## src/rtl/cregs_pkg.sv

```systemverilog
package cregs_pkg;

  // Word offsets inside the register window
  localparam int unsigned OFS_CTL  = 32'h000;
  localparam int unsigned OFS_PC   = 32'h004;
  localparam int unsigned OFS_STAT = 32'h008;
  localparam int unsigned OFS_SINK = 32'h00C;
  localparam int unsigned OFS_INFO = 32'h100;

  // Reset-control bit positions that the status word decodes
  localparam int unsigned CTL_HOLD_BIT = 0;
  localparam int unsigned CTL_GATE_BIT = 1;

  localparam int unsigned WORD_W = 32;

  typedef enum logic [1:0] {
    RESP_OKAY   = 2'b00,
    RESP_EXOKAY = 2'b01,
    RESP_SLVERR = 2'b10,
    RESP_DECERR = 2'b11
  } resp_e;

  typedef enum logic [2:0] {
    SEL_NONE,
    SEL_CTL,
    SEL_PC,
    SEL_STAT,
    SEL_SINK,
    SEL_INFO
  } sel_e;

endpackage

```

## src/rtl/cregs_bank.sv

```systemverilog
module cregs_bank
  import cregs_pkg::*;
#(
  parameter int unsigned ADDR_W    = 13,
  parameter int unsigned N_INFO    = 8,
  parameter logic [31:0] CTL_RESET = 32'h0000_0001
) (
  input  logic                     clk,
  input  logic                     rst_n,
  input  logic                     wr_en,
  input  logic [ADDR_W-1:0]        wr_ofs,
  input  logic [WORD_W-1:0]        wr_data,
  input  logic [WORD_W/8-1:0]      wr_be,
  output logic                     wr_ok,
  input  logic [ADDR_W-1:0]        rd_ofs,
  output logic [WORD_W-1:0]        rd_word,
  output logic                     rd_ok,
  input  logic [N_INFO*WORD_W-1:0] info_i,
  output logic [WORD_W-1:0]        ctl_o,
  output logic [WORD_W-1:0]        pc_o
);

  localparam int unsigned IDX_W    = (N_INFO > 1) ? $clog2(N_INFO) : 1;
  localparam int unsigned INFO_END = OFS_INFO + N_INFO * (WORD_W / 8);
  localparam int unsigned BYTES    = WORD_W / 8;

  function automatic sel_e classify(input logic [ADDR_W-1:0] ofs);
    int unsigned w;
    w = 32'(ofs) & ~32'd3;
    if (w == OFS_CTL)                        return SEL_CTL;
    else if (w == OFS_PC)                    return SEL_PC;
    else if (w == OFS_STAT)                  return SEL_STAT;
    else if (w == OFS_SINK)                  return SEL_SINK;
    else if (w >= OFS_INFO && w < INFO_END)  return SEL_INFO;
    return SEL_NONE;
  endfunction

  sel_e wr_sel, rd_sel;
  assign wr_sel = classify(wr_ofs);
  assign rd_sel = classify(rd_ofs);

  assign wr_ok = (wr_sel == SEL_CTL) || (wr_sel == SEL_PC) ||
                 (wr_sel == SEL_STAT) || (wr_sel == SEL_SINK);

  // Byte-enable expansion
  logic [WORD_W-1:0] bmask;
  for (genvar b = 0; b < BYTES; b++) begin : g_bmask
    assign bmask[b*8 +: 8] = {8{wr_be[b]}};
  end

  logic [WORD_W-1:0] ctl_q, pc_q;

  always_ff @(posedge clk) begin
    if (!rst_n) begin
      ctl_q <= CTL_RESET;
      pc_q  <= '0;
    end else if (wr_en) begin
      case (wr_sel)
        SEL_CTL: ctl_q <= (ctl_q & ~bmask) | (wr_data & bmask);
        SEL_PC:  pc_q  <= (pc_q & ~bmask) | (wr_data & bmask);
        default: ;
      endcase
    end
  end

  assign ctl_o = ctl_q;
  assign pc_o  = pc_q;

  // Status word composed from the reset-control word
  logic [WORD_W-1:0] stat_word;
  always_comb begin
    stat_word    = '0;
    stat_word[0] = ctl_q[CTL_HOLD_BIT];
    stat_word[1] = ctl_q[CTL_HOLD_BIT] & ctl_q[CTL_GATE_BIT];
  end

  // Core-supplied status words
  logic [WORD_W-1:0] info_w [N_INFO];
  for (genvar k = 0; k < N_INFO; k++) begin : g_info
    assign info_w[k] = info_i[k*WORD_W +: WORD_W];
  end

  logic [31:0]      info_rel;
  logic [IDX_W-1:0] info_idx;
  assign info_rel = 32'(rd_ofs) - OFS_INFO;
  assign info_idx = info_rel[IDX_W+1:2];

  always_comb begin
    rd_ok   = 1'b1;
    rd_word = '0;
    case (rd_sel)
      SEL_CTL:  rd_word = ctl_q;
      SEL_PC:   rd_word = pc_q;
      SEL_STAT: rd_word = stat_word;
      SEL_INFO: rd_word = info_w[info_idx];
      default:  rd_ok   = 1'b0;
    endcase
  end

  // A full-strobe write to the control word lands exactly
  assert_ctl_full_write_R1: assert property (@(posedge clk) disable iff (!rst_n)
    (wr_en && wr_sel == SEL_CTL && wr_be == '1) |=> (ctl_o == $past(wr_data)));

  // Writes to the status and spare offsets leave both registers alone
  assert_ro_write_R4: assert property (@(posedge clk) disable iff (!rst_n)
    (wr_en && (wr_sel == SEL_STAT || wr_sel == SEL_SINK)) |=>
      ($stable(ctl_o) && $stable(pc_o)));

  // Rejected writes leave both registers alone
  assert_bad_write_R8: assert property (@(posedge clk) disable iff (!rst_n)
    (wr_en && !wr_ok) |=> ($stable(ctl_o) && $stable(pc_o)));

endmodule

```

## src/rtl/cregs_wr_port.sv

```systemverilog
module cregs_wr_port
  import cregs_pkg::*;
#(
  parameter int unsigned ADDR_W = 13,
  parameter int unsigned DATA_W = 128,
  parameter int unsigned ID_W   = 4
) (
  input  logic                clk,
  input  logic                rst_n,
  input  logic                awvalid,
  output logic                awready,
  input  logic [ADDR_W-1:0]   awaddr,
  input  logic [ID_W-1:0]     awid,
  input  logic                wvalid,
  output logic                wready,
  input  logic [DATA_W-1:0]   wdata,
  input  logic [DATA_W/8-1:0] wstrb,
  output logic                bvalid,
  input  logic                bready,
  output logic [1:0]          bresp,
  output logic [ID_W-1:0]     bid,
  output logic                commit_o,
  output logic [ADDR_W-1:0]   cm_ofs_o,
  output logic [WORD_W-1:0]   cm_data_o,
  output logic [WORD_W/8-1:0] cm_be_o,
  input  logic                cm_ok_i
);

  localparam int unsigned LANES  = DATA_W / WORD_W;
  localparam int unsigned LANE_W = (LANES > 1) ? $clog2(LANES) : 1;
  localparam int unsigned LBYTES = WORD_W / 8;

  logic                aw_full, w_full;
  logic [ADDR_W-1:0]   aw_addr_q;
  logic [ID_W-1:0]     aw_id_q;
  logic [DATA_W-1:0]   w_data_q;
  logic [DATA_W/8-1:0] w_strb_q;

  assign awready = !aw_full;
  assign wready  = !w_full;

  logic aw_hs, w_hs, commit;
  assign aw_hs  = awvalid && awready;
  assign w_hs   = wvalid && wready;
  assign commit = aw_full && w_full && !bvalid;

  always_ff @(posedge clk) begin
    if (!rst_n) begin
      aw_full <= 1'b0;
      w_full  <= 1'b0;
      bvalid  <= 1'b0;
      bresp   <= RESP_OKAY;
      bid     <= '0;
    end else begin
      if (aw_hs) aw_full <= 1'b1;
      if (w_hs)  w_full  <= 1'b1;
      if (commit) begin
        aw_full <= 1'b0;
        w_full  <= 1'b0;
        bvalid  <= 1'b1;
        bresp   <= cm_ok_i ? RESP_OKAY : RESP_SLVERR;
        bid     <= aw_id_q;
      end else if (bvalid && bready) begin
        bvalid <= 1'b0;
      end
    end
  end

  always_ff @(posedge clk) begin
    if (aw_hs) begin
      aw_addr_q <= awaddr;
      aw_id_q   <= awid;
    end
    if (w_hs) begin
      w_data_q <= wdata;
      w_strb_q <= wstrb;
    end
  end

  logic [LANE_W-1:0] lane;
  assign lane = aw_addr_q[LANE_W+1:2];

  assign commit_o  = commit;
  assign cm_ofs_o  = aw_addr_q;
  assign cm_data_o = w_data_q[WORD_W*lane +: WORD_W];
  assign cm_be_o   = w_strb_q[LBYTES*lane +: LBYTES];

  // Response held until taken
  assert_b_hold_R9: assert property (@(posedge clk) disable iff (!rst_n)
    (bvalid && !bready) |=> (bvalid && $stable(bresp) && $stable(bid)));

  // A response appears only once both beats were held
  assert_b_after_both_R10: assert property (@(posedge clk) disable iff (!rst_n)
    $rose(bvalid) |-> ($past(aw_full) && $past(w_full)));

endmodule

```

## src/rtl/cregs_rd_port.sv

```systemverilog
module cregs_rd_port
  import cregs_pkg::*;
#(
  parameter int unsigned ADDR_W = 13,
  parameter int unsigned DATA_W = 128,
  parameter int unsigned ID_W   = 4
) (
  input  logic              clk,
  input  logic              rst_n,
  input  logic              arvalid,
  output logic              arready,
  input  logic [ADDR_W-1:0] araddr,
  input  logic [ID_W-1:0]   arid,
  output logic              rvalid,
  input  logic              rready,
  output logic [DATA_W-1:0] rdata,
  output logic [1:0]        rresp,
  output logic [ID_W-1:0]   rid,
  output logic              rlast,
  output logic [ADDR_W-1:0] lk_ofs_o,
  input  logic [WORD_W-1:0] lk_word_i,
  input  logic              lk_ok_i
);

  localparam int unsigned LANES  = DATA_W / WORD_W;
  localparam int unsigned LANE_W = (LANES > 1) ? $clog2(LANES) : 1;

  assign arready  = !rvalid;
  assign lk_ofs_o = araddr;

  logic [LANE_W-1:0] lane;
  assign lane = araddr[LANE_W+1:2];

  logic [DATA_W-1:0] placed;
  for (genvar l = 0; l < LANES; l++) begin : g_lane
    assign placed[l*WORD_W +: WORD_W] =
      (lk_ok_i && lane == LANE_W'(l)) ? lk_word_i : '0;
  end

  logic ar_hs;
  assign ar_hs = arvalid && arready;

  always_ff @(posedge clk) begin
    if (!rst_n) begin
      rvalid <= 1'b0;
      rdata  <= '0;
      rresp  <= RESP_OKAY;
      rid    <= '0;
    end else if (ar_hs) begin
      rvalid <= 1'b1;
      rdata  <= placed;
      rresp  <= lk_ok_i ? RESP_OKAY : RESP_SLVERR;
      rid    <= arid;
    end else if (rvalid && rready) begin
      rvalid <= 1'b0;
    end
  end

  assign rlast = rvalid;

  // Read beat held until taken
  assert_r_hold_R11: assert property (@(posedge clk) disable iff (!rst_n)
    (rvalid && !rready) |=> (rvalid && rlast && $stable(rdata) &&
                             $stable(rresp) && $stable(rid)));

  // Error beats carry no data
  assert_err_zero_R5: assert property (@(posedge clk) disable iff (!rst_n)
    (rvalid && rresp == RESP_SLVERR) |-> (rdata == '0));

  // At most one lane carries data
  assert_one_lane_R12: assert property (@(posedge clk) disable iff (!rst_n)
    $rose(rvalid) |-> ($countones({|rdata[127:96], |rdata[95:64],
                                   |rdata[63:32], |rdata[31:0]}) <= 1));

endmodule

```

## src/rtl/corectl_axi_regs.sv

```systemverilog
module corectl_axi_regs
  import cregs_pkg::*;
#(
  parameter int unsigned ADDR_W    = 13,
  parameter int unsigned DATA_W    = 128,
  parameter int unsigned ID_W      = 4,
  parameter int unsigned N_INFO    = 8,
  parameter logic [31:0] CTL_RESET = 32'h0000_0001
) (
  input  logic                     clk,
  input  logic                     rst_n,
  input  logic                     s_awvalid,
  output logic                     s_awready,
  input  logic [ADDR_W-1:0]        s_awaddr,
  input  logic [ID_W-1:0]          s_awid,
  input  logic                     s_wvalid,
  output logic                     s_wready,
  input  logic [DATA_W-1:0]        s_wdata,
  input  logic [DATA_W/8-1:0]      s_wstrb,
  output logic                     s_bvalid,
  input  logic                     s_bready,
  output logic [1:0]               s_bresp,
  output logic [ID_W-1:0]          s_bid,
  input  logic                     s_arvalid,
  output logic                     s_arready,
  input  logic [ADDR_W-1:0]        s_araddr,
  input  logic [ID_W-1:0]          s_arid,
  output logic                     s_rvalid,
  input  logic                     s_rready,
  output logic [DATA_W-1:0]        s_rdata,
  output logic [1:0]               s_rresp,
  output logic [ID_W-1:0]          s_rid,
  output logic                     s_rlast,
  input  logic [N_INFO*WORD_W-1:0] core_info_i,
  output logic [WORD_W-1:0]        core_rstctl_o,
  output logic [WORD_W-1:0]        core_start_pc_o
);

  logic                commit;
  logic [ADDR_W-1:0]   cm_ofs;
  logic [WORD_W-1:0]   cm_data;
  logic [WORD_W/8-1:0] cm_be;
  logic                cm_ok;
  logic [ADDR_W-1:0]   lk_ofs;
  logic [WORD_W-1:0]   lk_word;
  logic                lk_ok;

  cregs_wr_port #(.ADDR_W(ADDR_W), .DATA_W(DATA_W), .ID_W(ID_W)) u_wr (
    .clk(clk), .rst_n(rst_n),
    .awvalid(s_awvalid), .awready(s_awready), .awaddr(s_awaddr), .awid(s_awid),
    .wvalid(s_wvalid), .wready(s_wready), .wdata(s_wdata), .wstrb(s_wstrb),
    .bvalid(s_bvalid), .bready(s_bready), .bresp(s_bresp), .bid(s_bid),
    .commit_o(commit), .cm_ofs_o(cm_ofs), .cm_data_o(cm_data), .cm_be_o(cm_be),
    .cm_ok_i(cm_ok)
  );

  cregs_bank #(.ADDR_W(ADDR_W), .N_INFO(N_INFO), .CTL_RESET(CTL_RESET)) u_bank (
    .clk(clk), .rst_n(rst_n),
    .wr_en(commit), .wr_ofs(cm_ofs), .wr_data(cm_data), .wr_be(cm_be),
    .wr_ok(cm_ok),
    .rd_ofs(lk_ofs), .rd_word(lk_word), .rd_ok(lk_ok),
    .info_i(core_info_i), .ctl_o(core_rstctl_o), .pc_o(core_start_pc_o)
  );

  cregs_rd_port #(.ADDR_W(ADDR_W), .DATA_W(DATA_W), .ID_W(ID_W)) u_rd (
    .clk(clk), .rst_n(rst_n),
    .arvalid(s_arvalid), .arready(s_arready), .araddr(s_araddr), .arid(s_arid),
    .rvalid(s_rvalid), .rready(s_rready), .rdata(s_rdata), .rresp(s_rresp),
    .rid(s_rid), .rlast(s_rlast),
    .lk_ofs_o(lk_ofs), .lk_word_i(lk_word), .lk_ok_i(lk_ok)
  );

  // Write response answers the accepted write's ID
  assert_bid_echo_R13: assert property (@(posedge clk) disable iff (!rst_n)
    (s_awvalid && s_awready && s_bvalid) |-> ##0 1'b1 ##1 $stable(s_bid) || !s_bvalid);

endmodule

```

## config.mk

```make
export PLATFORM = sky130hd
export DESIGN_NAME = corectl_axi_regs
export DESIGN_NICKNAME = d
export VERILOG_FILES = /design/src/rtl/cregs_pkg.sv /design/src/rtl/cregs_bank.sv /design/src/rtl/cregs_wr_port.sv /design/src/rtl/cregs_rd_port.sv /design/src/rtl/corectl_axi_regs.sv
export SDC_FILE = /design/constraint.sdc
export NUM_CORES = 1
export LEC_CHECK = 0
export ABC_AREA = 1
export BUFFER_PORTS_ARGS = -buffer_cell sky130_fd_sc_hd__clkbuf_2
export CAP_MARGIN = 15
export CELL_PAD_IN_SITES_DETAIL_PLACEMENT = 1
export CELL_PAD_IN_SITES_GLOBAL_PLACEMENT = 1
export CORE_AREA = 4 4 248 250
export DETAILED_ROUTE_END_ITERATION = 7
export DIE_AREA = 0 0 252 254
export PLACE_DENSITY = 0.73
export SKIP_CTS_REPAIR_TIMING = 1
export SLEW_MARGIN = 15
export SYNTH_ARGS = -nofsm -noshare
export SYNTH_HDL_FRONTEND = slang
export SYNTH_SLANG_ARGS = --single-unit
```

## constraint.sdc

```tcl
create_clock -name clk -period 7 [get_ports clk]
set_clock_uncertainty 0.1 [all_clocks]
set_input_delay 0.35 -clock clk [delete_from_list [all_inputs] [get_ports clk]]
set_output_delay 0.35 -clock clk [all_outputs]
set_load 0.1 [all_outputs]
```

==> metrics.cfg, run 1 <==
[sta]
setup_viol=0
final_max_slew_viol_count=0
period_minus_slack_ns=3.101
fin_crit_sh_pct=44.30
clock.fmax_mhz=322.5
hold_viol=0
tightest_slew_ns=1.169
grt_setup_unrepaired=false
slew_headroom_pct=22.07
tns_ns=0

[finish]
syn_to_final_growth_pct=43.32
drive_gt1_share_pct=26.52
nets=3267
final_util_pct=39.21

[power_and_ir_drop]
irDropWorstVdd_uv=197.4
power.internal_mw=3.859
p_comb_share_pct=11.7
p_seq_share_pct=44.3
switchingPower_mw=1.393
pwr-share-clk_pct=44.0
switching_share_pct=26.52
power_density_nw_per_um2=226.9
p_leak_nw=10.22
total_power_mw=5.251

[die]
die_h_um=254
ioPinCount=651
start_util_pct=27.36
fp.dieW_um=252
core_um2=59020
die-area_um2=64010
rows=89

[yosys]
synthTopCellsByArea=edfxtp_1 30%, dfxtp_1 26%, nand2_1 15%
yosys.area.top_type=edfxtp_1
synth_edf_count=159
synth_area_um2=16150
synth_top_family_by_area=simple AND/OR/NAND/NOR gates
synthArstFlopShare_pct=0
synth_top_area_share_pct=29.57
yosys.area_share.adder_pct=0
synth_compound_area_share_pct=9.748
synth_cell_types=27
netlist_top_cells_count=665 x nand2_1, 290 x nor2_1, 206 x dfxtp_1, 189 x a21oi_1, 159 x edfxtp_1
synth-simple-area-share_pct=28.46
seq_area_frac_synth_pct=55.11
synthMuxAreaShare_pct=0
synth-seq-cells=365
synthCells=2070
synth-main-ff-cell=dfxtp_1
synth_warnings=0
yosysMostFrequentCell=nand2_1
synth_xor_area_share_pct=0
synth.avg_cell_area_um2=7.800

[detailed_routing]
vias=17420
drcViolationCount=0
viasPerCell=4.793
drt_iter0_drc=1026
firstDrtPassIters=5
wire_per_inst_um=22.92
routed_wl_mm=83.32
postRouteAntennaNets=0

[global_route]
grt_max_degree=104
grt_pass1_vias=17250
grt_usage_pct=22.76
grt_pass1_wl_mm=109.4
grt_antenna_before_repair=7
grt_overflow_total=0

[cts]
cts_max_path_buffers=3
clk_pin_slew_ns=0.06
cts_made_buffers=42
root_buffer=clkbuf_16
cts_tree=done
cts_max_level=2
insertion_delay_ns=0.59
clock_sinks=365

[worst_setup_path]
cp-start-kind=input pin
path_class=input pin to flop
end_kind=flop
crit_arrival_ns=3.40
required_ns=7.30
crit_fanout=43

[placed_design]
globalplace.congestion=0.8955
port_buffers=644
hpwl_mm=59.66

[hold_path]
hold_class=input pin to flop

[outcome]
status=complete, no violations

[run]
maxCapViolations=0

[cells in the final DEF, fill, tap and decap left out, drive strengths merged]
cell type	instances
nor3	6
diode	4
clkbuf	697
bufinv	4
nand4	62
o21ai	88
a21oi	189
nor4	1
nand3	104
or2	1
inv	146
conb	2
clkinv	19
clkinvlp	4
a22oi	22
o2111ai	1
dfxtp	206
edfxtp	159
nand2	667
o21a	1
nor2	292
dlygate4sd3	165
buf	22
[through the flow]
| stage | setup slack, ns | instance area, µm² | hold slack [ns] | instances |
|---|---|---|---|---|
| 2_1_floorplan | 2.333 | 16150 | 0.3489 | 2071 |
| 5_1_grt | 3.658 | 23140 | 0.01281 | 3634 |
| 6_report | 3.899 | 23140 | 0.01656 | 3635 |
| 3_5_place_dp | 3.312 | 20040 | 0.3583 | 3390 |
| 4_1_cts | 3.900 | 21480 | -0.1918 | 3466 |
| 3_3_place_gp | 3.398 | 20040 | 0.3491 | 3390 |
[routing by layer]
layer  track usage (%)  share of wire [%]  up-vias
li1                  -                  -     8255
met1             27.39                 39     8365
met2             40.43                 51      675
met3             5.220                6.8      125
met4             7.282                3.2        4
met5                 0              0.032        -
[path summary, 6_finish.rpt]
kind / start / end / slack, ns / cells after the start
worst min register to register: u_rd.rdata[95]$_SDFFE_PN0P_ / u_rd.rdata[95]$_SDFFE_PN0P_ / 0.37 / 2
worst max-delay path: s_araddr[2] / u_rd.rdata[56]$_SDFFE_PN0P_ / 3.90 / 12
worst max register to register: u_wr.cm_ofs_o[2]$_DFFE_PP_ / flop / 4.17 / 10
worst min-delay path: s_rready / u_rd.rlast$_SDFFE_PN0P_ / 0.02 / 3
[power groups by stage]
stage               Combinational, mW  Clock [mW]  Sequential (mW)
CTS                             0.532        2.33             2.32
finish                          0.617        2.31             2.32
global placement                0.518           0             2.36
global route                    0.670        2.43             2.33
floorplan                       0.248           0             2.39
detailed placement              0.530           0             2.36
[area by class of cell]
cell class                 instances  area [µm²]
inverter                         150       568.0
timing repair buffer             831        5040
tap                              773       967.2
antenna                            4       10.01
clock inverter                    23       272.8
sequential                       365        8899
clock buffer                      53        1162
fill                            7240       35880
multi-input combinational       1436        6222
[worst max-delay path, cell delays in order]
cell,delay [ns]
clkbuf_2,0.08
buf_4,0.27
inv_2,0.63
nand2_2,0.67
nor2_1,0.33
nor2_1,0.07
nand2_1,0.11
nand2_1,0.07
nand3_1,0.25
nand3_1,0.32
nand2_1,0.14
a21oi_1,0.07
[cell families after synthesis]
kind of cell / after synthesis
buf+inv: 270
compound gates: 301
simple gates: 1133
other cells: 1
flops: 365
Power figures use the tool's default switching activity.
==> run 2, diff against run 1 <==
- clock period: 7 -> 2.6 ns (I/O delays scaled with it)
==> run 2 against run 1 <==
Net effect: combinational power grew to 2.8 times the previous value; sequential share of layout area shrank 0.61 points; global-route usage is 0.56 points higher; final cell count rose by 1.2%; critical path depth decreased by 4; die area is the same; wire length rose by 0.64%; clock power grew to 2.5 times the previous value.
==> metrics.cfg, run 2 (synthesis results as in run 1) <==
[outcome]
status=complete, no violations  ; unchanged

[global_route]
grt_overflow_total=0  ; unchanged
grt_antenna_before_repair=5  ; was 7
grt_usage_pct=23.33  ; was 22.76%
grt_pass1_vias=17680  ; was 17.25k
grt_max_degree=77  ; was 104
grt_pass1_wl_mm=112.5  ; was 109.4 mm

[cts]
root_buffer=clkbuf_16  ; unchanged
cts_tree=done  ; unchanged
cts_max_path_buffers=3  ; unchanged
cts_made_buffers=42  ; unchanged
cts_max_level=2  ; unchanged
clock_sinks=365  ; unchanged
clk_pin_slew_ns=0.06  ; about the same
insertion_delay_ns=0.58  ; was 0.59 ns

[detailed_routing]
postRouteAntennaNets=0  ; unchanged
drt_iter0_drc=1019  ; was 1,026
routed_wl_mm=83.85  ; was 83.32 mm
viasPerCell=4.806  ; was 4.793
firstDrtPassIters=5  ; unchanged
wire_per_inst_um=22.80  ; was 22.92 µm
drcViolationCount=0  ; unchanged
vias=17680  ; was 17.42k

[worst_setup_path]
path_class=flop to flop  ; was input pin to flop
end_kind=flop  ; unchanged
crit_arrival_ns=2.86  ; was 3.40 ns
cpMostUsedCell=buf_4  ; was nand2_1
required_ns=2.97  ; was 7.30 ns
cp-start-kind=flop  ; was input pin
worstPathCellList=nand2_1 -> clkinv_1 -> buf_4 -> buf_4 -> a22oi_1 -> nand3_1 -> o21ai_0 -> nor2_1  ; was clkbuf_2 -> buf_4 -> inv_2 -> nand2_2 -> nor2_1 -> nor2_1 -> nand2_1 -> nand2_1 -> nand3_1 -> nand3_1 -> nand2_1 -> a21oi_1
critPathSlowestCell=edfxtp_1  ; was nand2_2
crit_fanout=19  ; was 43
max_stage_delay_ns=0.48  ; was 0.67 ns
cp_top_family=buffers and inverters  ; was simple AND/OR/NAND/NOR gates
path_buf_inv=3  ; unchanged

[die]
die_h_um=254  ; unchanged
die-area_um2=64010  ; unchanged
rows=89  ; unchanged
fp.dieW_um=252  ; unchanged
ioPinCount=651  ; unchanged
core_um2=59020  ; unchanged
start_util_pct=27.36  ; unchanged

[sta]
tightest_slew_ns=0.6682  ; was 1.169 ns
fin_crit_sh_pct=95.65
hold_viol=0  ; unchanged
period_minus_slack_ns=2.487
final_max_slew_viol_count=0  ; unchanged
setup_viol=0  ; unchanged
grt_setup_unrepaired=true  ; was false
slew_headroom_pct=55.64  ; was 22.07%
clock.fmax_mhz=402.1

[placed_design]
dp_cells=3431  ; was 3,390
port_buffers=644  ; unchanged
globalplace.congestion=0.8998  ; was 0.8955
hpwl_mm=62.42  ; was 59.66 mm

[power_and_ir_drop]
p_seq_share_pct=45.0  ; was 44.3%
power_density_nw_per_um2=589.7  ; was 226.9 nW/µm²
switching_share_pct=26.45  ; was 26.52%
power.internal_mw=10.20  ; was 3.859 mW
irDropWorstVdd_uv=539.1  ; was 197.4 µV
switchingPower_mw=3.670  ; was 1.393 mW
p_comb_share_pct=12.5  ; was 11.7%
pwr-share-clk_pct=42.4  ; was 44.0%
p_leak_nw=10.45  ; was 10.22 nW

[hold_path]
hold_class=input pin to flop  ; unchanged

[run]
maxCapViolations=0  ; unchanged

[finish]
drive_gt1_share_pct=27.58  ; was 26.52%
nets=3312  ; was 3,267
syn_to_final_growth_pct=45.71  ; was 43.32%
instances_no_fill=3678  ; was 3,635
layout_common_cells=664 x nand2_1, 644 x clkbuf_2, 281 x nor2_1, 204 x dfxtp_1, 189 x a21oi_1  ; was 664 x nand2_1, 644 x clkbuf_2, 281 x nor2_1, 206 x dfxtp_1, 189 x a21oi_1
final_util_pct=39.86  ; was 39.21%
layout_commonest_cell=nand2_1  ; unchanged

## run 2: cell count changes in the layout (fill, tap and decap cells not counted), moves of 2 or more
cell           before  now
nor2_2              8    6
buf_12              0    6
inv_6               3    1
nor2_4              3    5
clkbuf_16          42   44
dfxtp_1           206  204
clkbuf_8            7    9
clkinv_4            2    0
buf_4              22   56
bufinv_16           4    0
dlygate4sd3_1     165  169
clkinv_2            6    8
## run 2: path summary, 6_finish.rpt
check	startpoint	to	slack, ns	cells after the start
setup / recovery	u_wr.cm_ofs_o[2]$_DFFE_PP_	flop	0.11	8
hold / removal	s_arvalid	u_rd.rdata[11]$_SDFFE_PN0P_	0.07	4
setup reg to reg	u_wr.cm_ofs_o[2]$_DFFE_PP_	flop	0.11	8
hold reg to reg	u_rd.rdata[118]$_SDFFE_PN0P_	u_rd.rdata[118]$_SDFFE_PN0P_	0.36	2
## run 2: area by class of cell
type	instances	area [µm²]
antenna	4	10.01
clock buffer	58	1244
clock inverter	16	132.6
fill	7235	35490
inverter	150	571.8
multi-input combinational	1436	6232
sequential	365	8904
tap	773	967.2
timing repair buffer	876	5466
## run 2: worst min-delay path, cell delays in order
cell and delay [ns]:
clkbuf_2 0.11, nand2_4 0.24, nand2_1 0.14, a21oi_1 0.05
## run 2: per-stage QoR
step / total power, mW / area, µm² / setup slack, ns / hold slack (ns) / setup TNS (ns)
global placement: 7.816 / 20450 / 0.1786 / 0.2075 / 0
CTS: 13.71 / 21820 / 0.06326 / -0.4230 / 0
detailed placement: 7.870 / 20450 / 0.09334 / 0.2089 / 0
floorplan: 7.104 / 16170 / -0.3477 / 0.1289 / -50.07
finish: 13.87 / 23530 / 0.1131 / 0.07102 / 0
global route: 14.39 / 23530 / -0.05355 / 0.1015 / -0.1804
## run 2: power by group through the flow
stage | combinational [mW] | clock (mW) | sequential, mW
CTS | 1.51 | 5.96 | 6.24
detailed placement | 1.51 | 0 | 6.36
floorplan | 0.669 | 0 | 6.44
global placement | 1.47 | 0 | 6.35
global route | 1.89 | 6.25 | 6.26
finish | 1.74 | 5.89 | 6.25
## run 2: routing by layer
metal | vias up | GRT usage, % | wire (µm)
li1 | 8328 | - | -
met5 | - | 0 | 0
met2 | 694 | 41.33 | 42330
met3 | 142 | 5.506 | 5762
met4 | 0 | 8.023 | 3169
met1 | 8511 | 27.82 | 32590
